## src/rtl/byte_arith_pkg.sv

```systemverilog
package byte_arith_pkg;
  localparam int unsigned OPW = 8;
  localparam int unsigned RESW = 2 * OPW;

  typedef enum logic [1:0] {
    FN_ADD  = 2'b00,
    FN_XOR  = 2'b01,
    FN_PASS = 2'b10,
    FN_MUL  = 2'b11
  } func_e;
endpackage

```

## src/rtl/bau_add_unit.sv

```systemverilog
module bau_add_unit #(
  parameter int unsigned W = 8
) (
  input  logic [W-1:0] a_i,
  input  logic [W-1:0] b_i,
  output logic [W-1:0] sum_o,
  output logic         ovf_o
);
  logic [W:0] full_sum;

  assign full_sum = {1'b0, a_i} + {1'b0, b_i};
  // carry bit deliberately dropped
  assign sum_o = full_sum[W-1:0];
  assign ovf_o = (a_i[W-1] == b_i[W-1]) && (sum_o[W-1] != a_i[W-1]);
endmodule

```

## src/rtl/bau_mul_array.sv

```systemverilog
module bau_mul_array #(
  parameter int unsigned W = 8
) (
  input  logic [W-1:0]   a_i,
  input  logic [W-1:0]   b_i,
  output logic [2*W-1:0] prod_o,
  output logic           ovf_o
);
  localparam int unsigned PW = 2 * W;

  logic [PW-1:0] acc [0:W];
  logic [PW-1:0] a_ext;
  logic [PW-1:0] sgn_fix_a;
  logic [PW-1:0] sgn_fix_b;
  logic [PW-1:0] prod_s;
  logic [W:0]    top_bits;

  assign a_ext  = {{W{1'b0}}, a_i};
  assign acc[0] = '0;

  // shift-and-add rows, one per multiplier bit
  for (genvar i = 0; i < W; i++) begin : g_row
    assign acc[i+1] = acc[i] + (b_i[i] ? (a_ext << i) : '0);
  end

  assign prod_o = acc[W];

  // signed product from unsigned one: subtract 2^W * other operand per negative sign
  assign sgn_fix_a = a_i[W-1] ? {b_i, {W{1'b0}}} : '0;
  assign sgn_fix_b = b_i[W-1] ? {a_i, {W{1'b0}}} : '0;
  assign prod_s    = acc[W] - sgn_fix_a - sgn_fix_b;
  assign top_bits  = prod_s[PW-1:W-1];
  assign ovf_o     = !((&top_bits) || !(|top_bits));
endmodule

```

## src/rtl/bau_flag_unit.sv

```systemverilog
module bau_flag_unit #(
  parameter int unsigned RW = 16
) (
  input  logic [RW-1:0] res_i,
  input  logic [1:0]    func_i,
  input  logic          add_ovf_i,
  input  logic          mul_ovf_i,
  output logic          zero_o,
  output logic          ovf_o
);
  import byte_arith_pkg::*;

  assign zero_o = ~|res_i;

  always_comb begin
    unique case (func_e'(func_i))
      FN_ADD:  ovf_o = add_ovf_i;
      FN_MUL:  ovf_o = mul_ovf_i;
      default: ovf_o = 1'b0;
    endcase
  end
endmodule

```

## src/rtl/byte_arith_unit.sv

```systemverilog
module byte_arith_unit
  import byte_arith_pkg::*;
(
  input  logic [OPW-1:0]  a_i,
  input  logic [OPW-1:0]  b_i,
  input  logic [1:0]      func_i,
  output logic [RESW-1:0] res_o,
  output logic            zero_o,
  output logic            ovf_o
);
  logic [OPW-1:0]  sum;
  logic [RESW-1:0] prod;
  logic            add_ovf;
  logic            mul_ovf;
  logic [OPW-1:0]  narrow;

  bau_add_unit #(.W(OPW)) u_add (
    .a_i   (a_i),
    .b_i   (b_i),
    .sum_o (sum),
    .ovf_o (add_ovf)
  );

  bau_mul_array #(.W(OPW)) u_mul (
    .a_i    (a_i),
    .b_i    (b_i),
    .prod_o (prod),
    .ovf_o  (mul_ovf)
  );

  always_comb begin
    unique case (func_e'(func_i))
      FN_ADD:  narrow = sum;
      FN_XOR:  narrow = a_i ^ b_i;
      default: narrow = b_i;
    endcase
  end

  assign res_o = (func_e'(func_i) == FN_MUL) ? prod : {{OPW{1'b0}}, narrow};

  bau_flag_unit #(.RW(RESW)) u_flag (
    .res_i     (res_o),
    .func_i    (func_i),
    .add_ovf_i (add_ovf),
    .mul_ovf_i (mul_ovf),
    .zero_o    (zero_o),
    .ovf_o     (ovf_o)
  );
endmodule

```

## config.mk

```make
export PLATFORM = sky130hd
export DESIGN_NAME = byte_arith_unit
export DESIGN_NICKNAME = d
export VERILOG_FILES = /design/src/rtl/byte_arith_pkg.sv /design/src/rtl/bau_add_unit.sv /design/src/rtl/bau_mul_array.sv /design/src/rtl/bau_flag_unit.sv /design/src/rtl/byte_arith_unit.sv
export SDC_FILE = /design/constraint.sdc
export NUM_CORES = 1
export LEC_CHECK = 0
export BUFFER_PORTS_ARGS = -buffer_cell sky130_fd_sc_hd__buf_4
export CORE_MARGIN = 3
export CORE_UTILIZATION = 30
export DETAILED_ROUTE_END_ITERATION = 7
export GPL_TIMING_DRIVEN = 0
export MAX_ROUTING_LAYER = met4
export PLACE_DENSITY = 0.59
export RECOVER_POWER = 50
export SETUP_SLACK_MARGIN = 0.3
export SLEW_MARGIN = 25
export SYNTH_ARGS = -nofsm -noshare
export SYNTH_HDL_FRONTEND = slang
export SYNTH_SLANG_ARGS = --single-unit
```

## constraint.sdc

```tcl
create_clock -name vclk -period 7.4
set_input_delay 1.11 -clock vclk [all_inputs]
set_output_delay 1.11 -clock vclk [all_outputs]
set_load 0.005 [all_outputs]
```

* Yosys cells after proc, flatten, opt, wreduce, memory -nomap -nowiden
Cells that the tools add are included.
Cells by class: reductions and logical operators 9, equal/unequal tests 4, bitwise logic cells 1, add/sub/neg operators 10, muxes and demuxes 13
Operators with widths (number):
- 16-bit adder | 7
- 16-bit 2-to-1 mux | 3
- 16-bit subtractor | 2
- 8-bit case mux with 2 select lines | 1
- 16-bit OR reduction | 1
- 15-bit 2-to-1 mux | 1
- 14-bit 2-to-1 mux | 1
- 13-bit 2-to-1 mux | 1
- 12-bit 2-to-1 mux | 1
- 11-bit 2-to-1 mux | 1
- 10-bit 2-to-1 mux | 1
- 9-bit 2-to-1 mux | 1
- 9-bit AND reduction | 1
- 9-bit OR reduction | 1
- 8-bit adder | 1
- 8-bit 2-to-1 mux | 1
- 8-bit XOR | 1
- 1-bit zero test | 3
- 2-bit by 1-bit == test with 1-bit output, second input constant | 1
- 2-bit == test, second input constant | 1
- 2-bit zero test | 1
- 1-bit case mux with 2 select lines | 1
- 1-bit == test | 1
- 1-bit logical AND | 1
- 2 further kinds | 2
Word-level totals: bits of input ports 18, word-level logic and storage cells 37, flip-flop bits (word level) 0

* Longest topological paths before layout
word-level depth 15, mapped depth 26, mapped depth without buffers 25

* Cells and area by module
From an unflattened synthesis, not the netlist that was laid out.
Second synthesis, totals: cells, all modules 340, area total of the unflattened synthesis 3143.0 µm²
Modules (own cells, without submodules):
- bau_mul_array | area an instance 2418.6 µm², times used 1, cells an instance 267
- byte_arith_unit | area an instance 367.9 µm², times used 1, cells an instance 28
- bau_add_unit | area an instance 279.0 µm², times used 1, cells an instance 34
- bau_flag_unit | area an instance 77.6 µm², times used 1, cells an instance 11

* Worst setup path before layout
Ideal clock, no wire load.
kind input port to output port, from input port a_i[7], to output port ovf_o, required time 6.290 ns, arrival 6.829 ns, setup slack -0.539 ns, cell stages on the path 24, cells stage by stage clkbuf_1 -> nand2_1 -> inv_1 -> fa_1 -> fa_1 -> fa_1 -> inv_1 -> fa_1 -> inv_1 -> ha_1 -> a21o_1 -> a21oi_1 -> nand2_1 -> a31o_2 -> xor2_1 -> fa_1 -> ha_1 -> nor3_1 -> a2111oi_2 -> or3_1 -> a2111oi_4 -> nand4_1 -> o2111ai_1 -> o21ai_1
On the way: word-level cells in the longest chain between the ends 15
Ends and longest elaborated chain:
- start: declaration | line byte_arith_unit.sv:4 | input logic [OPW-1:0] a_i,
- 8-bit 2-to-1 mux / 9-bit 2-to-1 mux (equally long branches) | line bau_mul_array.sv:23 | assign acc[i+1] = acc[i] + (b_i[i] ? (a_ext << i) : '0);
- 16-bit adder (7 in a row) | line bau_mul_array.sv:23
- 16-bit subtractor (2 in a row) | line bau_mul_array.sv:31 | assign prod_s = acc[W] - sgn_fix_a - sgn_fix_b;
- 9-bit OR reduction | line bau_mul_array.sv:33 | assign ovf_o = !((&top_bits) || !(|top_bits));
- 1-bit zero test | line bau_mul_array.sv:33
- 1-bit logical OR | line bau_mul_array.sv:33
- 1-bit zero test | line bau_mul_array.sv:33
- 1-bit case mux with 2 select lines * | line bau_flag_unit.sv:16 | unique case (func_e'(func_i))
- end: declaration | line byte_arith_unit.sv:9 | output logic ovf_o
Mark *: on every way between the ends. The rest lies on a longest branch, timed or not.

* Final worst setup path
Ends and elaborated chain as after synthesis.

==> results.yml <==
status:
  status: "finished, violations left"
  violations: "negative setup slack"
drt:
  ant_nets: 0
  wl_um: 9060
  wl_per_cell_um: 16.1
  drt-initial-drc-count: 167
  first_pass_iters: 4
  drc: 0
  vias: 2922
  via_per_inst: 5.21
worst_hold_path:
  hp-class: "in2out"
synth:
  netlist_area_mm2: 0.00322
  synthTopCellsByArea: "fa_1 29%, ha_1 19%, and2_1 8.9%"
  syn_nets: 499
  ys_types: 53
  yosysTopAreaCellShare_pct: 28.6
  avgSynthCellArea_um2: 8.33
  synth-warning-count: 0
  yosys.area.top_type: "fa_1"
  synthCells: 386
  yosysSeqAreaShare_pct: 0
power_and_ir_drop:
  p_leak_uw: 0.00194
  vdd_ir_drop_max_mv: 0.238
  power_density_mw_per_mm2: 411
die:
  die_area_mm2: 0.0120
  fp.coreArea_mm2: 0.0104
  rows: 37
  fp.dieH_um: 110
  start_util_pct: 31.0
  dieWidth_um: 110
  io_pins: 36
finish:
  seq_cells: 0
  nClkBuffers: 0
  drive_gt1_share_pct: 20.7
  fin_nets: 540
  final_core_util_pct: 37.9
  syn_to_final_growth_pct: 22.3
  diodes: 0
  nFillCells: 1082
  final_cell_area_mm2: 0.00393
  register_area_um2: 0
  final_common_cell: "inv_1"
  mostFrequentLayoutCells: "55 x inv_1, 45 x fa_1, 42 x and2_1"
timing:
  relSlewSlack_pct: 56.0
  finalCritPeriodShare_pct: 111
  timing.fmax_mhz: 121
  rsz0062_at_grt: "true"
  worst_hold_slack_ns: 2.75
  hold_violations: 0
  fin_ws_ns: -0.849
  worstMarginPinSlew_ns: 0.660
  setup_viol_count_final: 1
  finalCriticalPeriod_ns: 8.25
  drv_slew: 0
worst_setup_path:
  cp.required_ns: 6.29
  start_kind: "primary input"
  critical_path.max_fanout: 8
  path_class: "in2out"
  arrival_ns: 7.14
  worstSetupEndpointType: "output pin"
placement:
  gp_congestion: 0.871
  port_buffers: 36
  detailed_place.area_mm2: 0.00385
  hpwlAfterDp_um: 7550
job:
  maxCapViolCount: 0
global_routing:
  grtUsageTotal_pct: 16.0
  grt_max_degree: 11
  grt_pass1_vias: 2948
  antenna_found_initial: 0
  grt_overflow_total: 0
  grt_pass1_wl_um: 15000
-- metrics by stage --
stage                     instances  TNS (ns)  power (µW)  setup WS, ns
after floorplan                 386   -0.0638        1230       -0.0638
after global placement          558    -0.882        1500        -0.882
after detailed placement        558    -0.974        1540        -0.974
after CTS                       561    -0.850        1620        -0.850
after global routing            561     -1.16        1800         -1.16
final                           561    -0.849        1620        -0.849
-- timing repair --
item | in CTS | in global routing
gates resized for setup | 10 | 3
pin swaps | 7 | 0
endpoints found under the setup margin | 1 | 1
setup buffers | 3 | 0
hold buffers | 0 | 0
-- logic make-up (layout without fill, tap and decap cells) --
group / Yosys count / in the layout / share of synthesized area, %
XOR/XNOR: 13 / 13 / 3.54
multiplexers: 2 / 2 / 0.623
AND/OR/NAND/NOR: 138 / 138 / 23.6
AO/OA/AOI/OAI: 71 / 71 / 16.6
buffers and inverters: 67 / 106 / 7.90
adder cells (fa/ha/maj): 95 / 95 / 47.7
-- cell type report --
type	count	area (µm²)	share of cell area, %
multi-input cells	319	3190	81.1
repair buffers	39	293	7.44
inverters	59	224	5.69
well taps	136	170	4.33
plain buffers	8	56.3	1.43
-- critical path: stages --
cell and delay [ns]:
buf_4 0.12, clkbuf_16 0.16, nand2_4 0.07, inv_2 0.04, fa_1 0.53, inv_1 0.05, fa_1 0.48, inv_1 0.05
fa_1 0.47, inv_1 0.05, fa_1 0.50, inv_2 0.05, ha_4 0.30, a21o_1 0.12, nand2_1 0.07, and3b_2 0.27
o21ai_2 0.18, xor2_2 0.24, fa_1 0.50, ha_4 0.32, inv_4 0.04, a2111oi_4 0.32, o21ai_2 0.15, a2111oi_4 0.43
nand4_1 0.16, o2111ai_2 0.12, o21ai_1 0.10, buf_4 0.14
-- synth_stat cells, drive strengths merged, types with 3 or more instances --
master   number
nor2         17
o21ai        13
and2         46
nand3         8
a221oi        3
o2111ai       5
a21oi        14
a21boi        3
nand2b        5
ha           49
and3b         3
nand2        33
fa           46
o211ai        3
nor2b         3
a21o          9
nand4         3
a211oi        4
and3          5
nand3b        3
clkbuf        6
xnor2         4
xor2          9
a31oi         3
inv          59
nor3          5
-- per-layer routing --
metal | track usage [%] | share of wire, % | vias up
met1 | 22.2 | 47 | 1465
met3 | 0.235 | 4.2 | 4
met2 | 27.6 | 49 | 68
li1 | - | - | 1385
met4 | 0.980 | 0.54 | 0
met5 | - | 0 | -
-- where the power goes --
| group | total [µW] | switching [µW] | internal, µW |
|---|---|---|---|
| registers | 0 | 0 | 0 |
| logic | 1620 | 856 | 761 |
| clock network | 0 | 0 | 0 |
| total | 1620 | 856 | 761 |
-- path summary, 6_finish.rpt --
path,slack (ns),depth (start not counted),start,endpoint
max,-0.85,28,a_i[7],ovf_o
min,2.75,4,b_i[1],res_o[1]
Note: power is estimated with default switching activity, not from simulation.
